## src/rtl/sr_pkg.sv

```systemverilog
package sr_pkg;

  typedef enum logic [3:0] {
    ST_IDLE,
    ST_DEEMPH_OFF,
    ST_PRE_WAIT,
    ST_SRE,
    ST_IN_SR,
    ST_CKE_UP,
    ST_WAIT_XS,
    ST_REF,
    ST_WAIT_RFC
  } sr_state_e;

  typedef enum logic [1:0] {
    CMD_NOP = 2'b00,
    CMD_SRE = 2'b01,
    CMD_REF = 2'b10
  } sr_cmd_e;

endpackage

```

## src/rtl/sr_wait_timer.sv

```systemverilog
module sr_wait_timer #(
  parameter int TW = 8
) (
  input  logic          clk,
  input  logic          rst,
  input  logic          load,
  input  logic [TW-1:0] load_val,
  output logic          expired
);

  logic [TW-1:0] cnt_q;

  always_ff @(posedge clk) begin
    if (rst) begin
      cnt_q <= '0;
    end else if (load) begin
      cnt_q <= load_val;
    end else if (cnt_q != '0) begin
      cnt_q <= cnt_q - 1'b1;
    end
  end

  assign expired = (cnt_q == '0);

  // the counter never wraps below zero
  p_floor_r11: assert property (@(posedge clk) disable iff (rst)
    (!load && cnt_q == '0) |=> (cnt_q == '0));

endmodule

```

## src/rtl/sr_cke_lanes.sv

```systemverilog
module sr_cke_lanes #(
  parameter int NRANK = 2
) (
  input  logic             clk,
  input  logic             rst,
  input  logic             force_low,
  input  logic             force_high,
  input  logic             wr_en,
  input  logic [NRANK-1:0] wr_data,
  output logic [NRANK-1:0] cke
);

  for (genvar r = 0; r < NRANK; r++) begin : g_lane
    logic lane_q;
    always_ff @(posedge clk) begin
      if (rst) begin
        lane_q <= 1'b1;
      end else if (force_low) begin
        lane_q <= 1'b0;
      end else if (force_high) begin
        lane_q <= 1'b1;
      end else if (wr_en) begin
        lane_q <= wr_data[r];
      end
    end
    assign cke[r] = lane_q;
  end

endmodule

```

## src/rtl/sr_ctrl_fsm.sv

```systemverilog
module sr_ctrl_fsm
  import sr_pkg::*;
#(
  parameter int NRANK = 2,
  parameter int TW    = 8,
  parameter int RW    = 1
) (
  input  logic             clk,
  input  logic             rst,
  input  logic             enter_req,
  input  logic             sw_exit,
  input  logic             cke_wr,
  input  logic [NRANK-1:0] cke_wdata,
  input  logic             banks_idle,
  input  logic [TW-1:0]    t_xsnr,
  input  logic [TW-1:0]    t_rfc,
  input  logic             tmr_expired,
  output logic             tmr_load,
  output logic [TW-1:0]    tmr_val,
  output logic             cke_lo,
  output logic             cke_hi,
  output logic             cke_we,
  output logic [1:0]       cmd,
  output logic [RW-1:0]    cmd_rank,
  output logic             deemph_en,
  output logic             in_sr,
  output logic             done
);

  localparam logic [RW-1:0] LAST_RANK = RW'(NRANK - 1);

  sr_state_e     state_q, state_nxt;
  logic [RW-1:0] rank_q, rank_nxt;
  sr_cmd_e       cmd_q;
  logic [RW-1:0] rank_out_q;
  logic          deemph_q, in_sr_q, done_q;

  function automatic logic [TW-1:0] minus_one_clamped(input logic [TW-1:0] t);
    return (t == '0) ? '0 : t - 1'b1;
  endfunction

  always_comb begin
    state_nxt = state_q;
    rank_nxt  = rank_q;
    unique case (state_q)
      ST_IDLE:       if (enter_req) state_nxt = ST_DEEMPH_OFF;
      ST_DEEMPH_OFF: state_nxt = ST_PRE_WAIT;
      ST_PRE_WAIT:   if (banks_idle) state_nxt = ST_SRE;
      ST_SRE:        state_nxt = ST_IN_SR;
      ST_IN_SR: begin
        if (sw_exit) state_nxt = ST_CKE_UP;
        else if (cke_wr && (&cke_wdata)) state_nxt = ST_IDLE;
      end
      ST_CKE_UP: begin
        state_nxt = ST_WAIT_XS;
        rank_nxt  = '0;
      end
      ST_WAIT_XS:    if (tmr_expired) state_nxt = ST_REF;
      ST_REF:        state_nxt = ST_WAIT_RFC;
      ST_WAIT_RFC: begin
        if (tmr_expired) begin
          if (rank_q == LAST_RANK) begin
            state_nxt = ST_IDLE;
          end else begin
            state_nxt = ST_REF;
            rank_nxt  = rank_q + 1'b1;
          end
        end
      end
      default:       state_nxt = ST_IDLE;
    endcase
  end

  always_comb begin
    tmr_load = (state_q == ST_CKE_UP) || (state_q == ST_REF);
    tmr_val  = (state_q == ST_CKE_UP) ? minus_one_clamped(t_xsnr)
                                      : minus_one_clamped(t_rfc);
    cke_lo   = (state_nxt == ST_SRE);
    cke_hi   = (state_nxt != ST_SRE) && (state_nxt != ST_IN_SR);
    cke_we   = (state_q == ST_IN_SR) && cke_wr && !sw_exit;
  end

  always_ff @(posedge clk) begin
    if (rst) begin
      state_q    <= ST_IDLE;
      rank_q     <= '0;
      cmd_q      <= CMD_NOP;
      rank_out_q <= '0;
      deemph_q   <= 1'b1;
      in_sr_q    <= 1'b0;
      done_q     <= 1'b0;
    end else begin
      state_q    <= state_nxt;
      rank_q     <= rank_nxt;
      cmd_q      <= (state_nxt == ST_SRE) ? CMD_SRE :
                    (state_nxt == ST_REF) ? CMD_REF : CMD_NOP;
      rank_out_q <= rank_nxt;
      deemph_q   <= (state_nxt == ST_IDLE);
      in_sr_q    <= (state_nxt == ST_IN_SR);
      done_q     <= ((state_q == ST_SRE) && (state_nxt == ST_IN_SR)) ||
                    ((state_q != ST_IDLE) && (state_nxt == ST_IDLE));
    end
  end

  assign cmd       = cmd_q;
  assign cmd_rank  = rank_out_q;
  assign deemph_en = deemph_q;
  assign in_sr     = in_sr_q;
  assign done      = done_q;

  // completion is a single-cycle pulse
  p_done_pulse_r8: assert property (@(posedge clk) disable iff (rst)
    done |=> !done);

  // a refresh is never issued while ranks are in self-refresh
  p_ref_not_in_sr_r7: assert property (@(posedge clk) disable iff (rst)
    (cmd_q == CMD_REF) |-> !in_sr_q);

endmodule

```

## src/rtl/sr_refresh_seq.sv

```systemverilog
module sr_refresh_seq
  import sr_pkg::*;
#(
  parameter int  NRANK = 2,
  parameter int  TW    = 8,
  localparam int RW    = (NRANK > 1) ? $clog2(NRANK) : 1
) (
  input  logic             clk,
  input  logic             rst,
  input  logic             s3_enter,
  input  logic             sw_enter,
  input  logic             sw_exit,
  input  logic             cke_wr,
  input  logic [NRANK-1:0] cke_wdata,
  input  logic             banks_idle,
  input  logic [TW-1:0]    t_xsnr,
  input  logic [TW-1:0]    t_rfc,
  output logic [NRANK-1:0] cke,
  output logic [1:0]       cmd,
  output logic [RW-1:0]    cmd_rank,
  output logic             deemph_en,
  output logic             in_sr,
  output logic             done
);

  logic          tmr_load, tmr_expired;
  logic [TW-1:0] tmr_val;
  logic          cke_lo, cke_hi, cke_we;

  sr_ctrl_fsm #(.NRANK(NRANK), .TW(TW), .RW(RW)) u_fsm (
    .clk        (clk),
    .rst        (rst),
    .enter_req  (s3_enter | sw_enter),
    .sw_exit    (sw_exit),
    .cke_wr     (cke_wr),
    .cke_wdata  (cke_wdata),
    .banks_idle (banks_idle),
    .t_xsnr     (t_xsnr),
    .t_rfc      (t_rfc),
    .tmr_expired(tmr_expired),
    .tmr_load   (tmr_load),
    .tmr_val    (tmr_val),
    .cke_lo     (cke_lo),
    .cke_hi     (cke_hi),
    .cke_we     (cke_we),
    .cmd        (cmd),
    .cmd_rank   (cmd_rank),
    .deemph_en  (deemph_en),
    .in_sr      (in_sr),
    .done       (done)
  );

  sr_wait_timer #(.TW(TW)) u_tmr (
    .clk     (clk),
    .rst     (rst),
    .load    (tmr_load),
    .load_val(tmr_val),
    .expired (tmr_expired)
  );

  sr_cke_lanes #(.NRANK(NRANK)) u_cke (
    .clk       (clk),
    .rst       (rst),
    .force_low (cke_lo),
    .force_high(cke_hi),
    .wr_en     (cke_we),
    .wr_data   (cke_wdata),
    .cke       (cke)
  );

  // entry command goes out with every CKE low
  p_sre_cke_low_r4: assert property (@(posedge clk) disable iff (rst)
    (cmd == CMD_SRE) |-> (cke == '0));

  // de-emphasis already off for two cycles at the entry command
  p_deemph_off_r2: assert property (@(posedge clk) disable iff (rst)
    (cmd == CMD_SRE) |-> (!deemph_en && !$past(deemph_en)));

  // entry command only after the banks reported idle
  p_banks_idle_r3: assert property (@(posedge clk) disable iff (rst)
    (cmd == CMD_SRE) |-> $past(banks_idle));

  // nothing but NOP while in self-refresh
  p_quiet_in_sr_r5: assert property (@(posedge clk) disable iff (rst)
    in_sr |-> (cmd == CMD_NOP));

  // a refresh requires every CKE high
  p_ref_cke_high_r6: assert property (@(posedge clk) disable iff (rst)
    (cmd == CMD_REF) |-> (&cke));

endmodule

```

## config.mk

```make
export PLATFORM = sky130hd
export DESIGN_NAME = sr_refresh_seq
export DESIGN_NICKNAME = d
export VERILOG_FILES = /design/src/rtl/sr_pkg.sv /design/src/rtl/sr_wait_timer.sv /design/src/rtl/sr_cke_lanes.sv /design/src/rtl/sr_ctrl_fsm.sv /design/src/rtl/sr_refresh_seq.sv
export SDC_FILE = /design/constraint.sdc
export NUM_CORES = 1
export LEC_CHECK = 0
export BUFFER_PORTS_ARGS = -buffer_cell sky130_fd_sc_hd__buf_2
export CAP_MARGIN = 20
export CORE_AREA = 2 2 57 59
export CTS_CLUSTER_DIAMETER = 150
export DETAILED_ROUTE_END_ITERATION = 16
export DIE_AREA = 0 0 59 61
export PLACE_DENSITY = 0.79
export SYNTH_ARGS = -nofsm -noshare
export SYNTH_HDL_FRONTEND = slang
export SYNTH_SLANG_ARGS = --single-unit
```

## constraint.sdc

```tcl
create_clock -name clk -period 2.5 [get_ports clk]
set_input_delay 0.375 -clock clk [delete_from_list [all_inputs] [get_ports clk]]
set_output_delay 0.375 -clock clk [all_outputs]
set_load 0.01 [all_outputs]
```

==> impl_metrics.py <==
metrics = {
    "pwr": {
        "combPwrFrac_pct": 41.2,
        "switching_share_pct": 37.1,
        "ir_drop_uv": 315,
        "p_total_mw": 1.23,
        "power.leakage_nw": 0.672,
        "power_frac_clock_pct": 22.1,
        "p_int_uw": 772,
        "seqPwrFrac_pct": 36.7,
        "p_sw_uw": 456,
        "p_per_area_nw_per_um2": 748,
    },
    "clock_tree": {
        "path_clk_slew_ps": 120,
        "cts_sinks": 20,
        "cts_made_buffers": 3,
        "post_cts_buffers": 0,
        "cts_tree": "built",
        "h-tree-depth": 1,
        "cts_resized": 0,
        "clk_latency_ps": 310,
        "cts_root_buf": "clkbuf_4",
        "postCtsHoldBufs": 0,
        "clk_path_buf_depth": 2,
    },
    "global_routing": {
        "track_usage_pct": 19.4,
        "grt_max_degree": 19,
        "grt_pass1_wl_mm": 5.38,
        "grt_pass1_vias": 1252,
        "grt_overflow_total": 0,
        "antenna_found_initial": 0,
    },
    "finish": {
        "design_area_sq_um": 1640,
        "area.growth.synth_to_final_pct": 14.1,
        "n_antenna_cell": 0,
        "fin_cells": 240,
        "drive_gt1_share_pct": 21.7,
        "fin_nets": 236,
    },
    "routing": {
        "drt_iter0_drc": 38,
        "routed_via_density": 5.79,
        "drc_errors": 0,
        "drtAntennaViolNets": 0,
        "vias": 1389,
        "drt_first_pass_iters": 4,
        "wire_per_inst_um": 13.1,
        "wl_mm": 3.14,
    },
    "sta": {
        "clock_skew_ps": 7.16,
        "setup_viol": 0,
        "fin_crit_sh_pct": 78.4,
        "rsz0062_at_grt": "no",
        "tightest_slew_ps": 598,
        "layout_min_cycle_time_ps": 1960,
        "whs_ps": 329,
        "hold_viol_final": 0,
        "slew-limit-headroom_pct": 60.1,
        "setup_tns_ps": 0,
        "timing.fmax_mhz": 510,
        "slew_violations": 0,
    },
    "setup_path": {
        "worstSetupEndpointType": "flip-flop",
        "startpoint": "u_tmr.cnt_q[0]",
        "crit_type": "reg2reg",
        "r2r_end": "u_fsm.cmd[1]",
        "r2r_start": "u_tmr.cnt_q[0]",
        "arrival_ps": 2210,
        "cp-start-kind": "flip-flop",
        "worst-r2r-setup-slack_ps": 540,
        "crit_path_max_fanout": 6,
        "ff2ff_path_depth": 7,
        "worstPathRequired_ps": 2750,
    },
    "logic_synthesis": {
        "synth.avg_cell_area_sq_um": 7.91,
        "yosysUniqueCellTypes": 47,
        "netlist_instances": 182,
        "yosysSeqAreaShare_pct": 27.8,
        "yosys_register_bits": 20,
        "yosysWarnings": 0,
        "synth_enable_flop_cells": 0,
        "syn_nets": 210,
        "async_reset_ff_share_pct": 0,
        "synth_ff_type": "dfxtp_1",
        "syn_area_sq_um": 1440,
    },
    "floorplanning": {
        "dieArea_sq_um": 3600,
        "ios": 33,
        "initial_core_util_pct": 48.7,
        "die_y_um": 61,
        "row_count": 20,
        "die_w_um": 59,
        "coreArea_sq_um": 2950,
    },
    "hold_path": {
        "min_to": "u_fsm.cmd[0]",
        "min_path_type": "in2reg",
        "hold_path_depth": 3,
        "worstHoldStart": "banks_idle",
    },
    "run": {
        "cap_violations": 0,
    },
    "place": {
        "placement.io_buffers": 32,
        "placed_cell_area_sq_um": 1590,
        "place_hpwl_mm": 2.42,
        "placedCellCount": 236,
        "gp_congestion": 0.860,
    },
    "status": {
        "status": "finished, final reports clean",
    },
}
## power groups by stage
stage | clock [mW] | sequential, mW | combinational, mW
3_5_place_dp | 0 | 0.457 | 0.496
4_1_cts | 0.273 | 0.450 | 0.505
2_1_floorplan | 0 | 0.431 | 0.418
5_1_grt | 0.284 | 0.463 | 0.576
3_3_place_gp | 0 | 0.455 | 0.491
6_report | 0.272 | 0.451 | 0.506
## worst max-delay path, cell delays in order, from the launching register on
cell and delay [ps]:
dfxtp_1 330, inv_1 100, ha_1 270, nor3b_1 400
and2_1 320, nand2_1 100, o21a_1 190, nor3_1 180
## sequential cells by signal (all words and copies together), names as in the netlist
signal and cells:
u_fsm.in_sr 1, u_fsm.rank_q 1, u_cke.g_lane.lane_q 2, u_fsm.state_q 4, u_fsm.deemph_en 1, u_fsm.cmd 2, u_tmr.cnt_q 8, u_fsm.done 1
## stage by stage
| step | worst slack [ps] | utilization (%) |
|---|---|---|
| floorplan | 622 | - |
| global placement | 348 | 53.8 |
| detailed placement | 328 | 53.8 |
| CTS | 537 | 55.6 |
| global route | 296 | 55.6 |
| finish | 539 | 55.6 |
## per-layer routing
metal	wire [um]	track usage, %	vias to the layer above	part of all wire [%]
met2	1410	30.2	26	45
met1	1600	28.4	634	51
met5	0	0	-	0
met4	44	6.82	0	1.4
met3	84	1.28	4	2.7
li1	-	-	725	-
## worst max path at each step
stage	to	slack (ps)
3_3_place_gp	u_tmr.cnt_q[0]	350
5_1_grt	u_cke.g_lane[1].lane_q	300
6_report	u_fsm.cmd[1]	540
2_1_floorplan	u_tmr.cnt_q[2]	620
4_1_cts	u_fsm.cmd[1]	540
3_5_place_dp	u_tmr.cnt_q[2]	330
## cells in the mapped netlist (all sizes together), types with 6 or more instances
| master | n | area share [%] |
|---|---|---|
| dfxtp | 20 | 28 |
| nor2 | 16 | 4.2 |
| nor3 | 14 | 4.9 |
| a21oi | 13 | 4.5 |
| nand2 | 10 | 2.6 |
| inv | 9 | 2.3 |
| clkbuf | 7 | 1.8 |
| o21ai | 6 | 2.1 |
| xnor2 | 6 | 3.7 |
## cell type report
cell class,instances,area [sq um]
multi-input cells,142,953
flip-flops and latches,20,400
fillers,306,1310
clock inverters,1,30.0
well taps,33,41.3
repair buffers,32,160
clock buffers,3,22.5
inverters,9,33.8
## cells in the final DEF (no fill, tap or decap), types with 4 or more instances in the layout
cell / count
nor2b_1: 4
nand2b_1: 4
o21ai_0: 4
buf_2: 32
a21oi_1: 13
nand2_1: 10
o31ai_1: 5
and2_1: 4
nor2_1: 16
nor3_1: 14
dfxtp_1: 20
inv_1: 9
xnor2_1: 6
nand3_1: 5
mux2i_1: 5
o22ai_1: 4
a211oi_1: 5
## cell families after synthesis
kind of cell               synth area share [%]
xor gates and xnor gates                   4.26
AOI/OAI and AO/OA                          23.7
buffers and inverters                      5.91
and+or+nand+nor                            31.4
adders and majority gates                  2.61
DFF                                        27.8
muxes                                      4.26
Note: power is estimated with default switching activity, not from simulation.
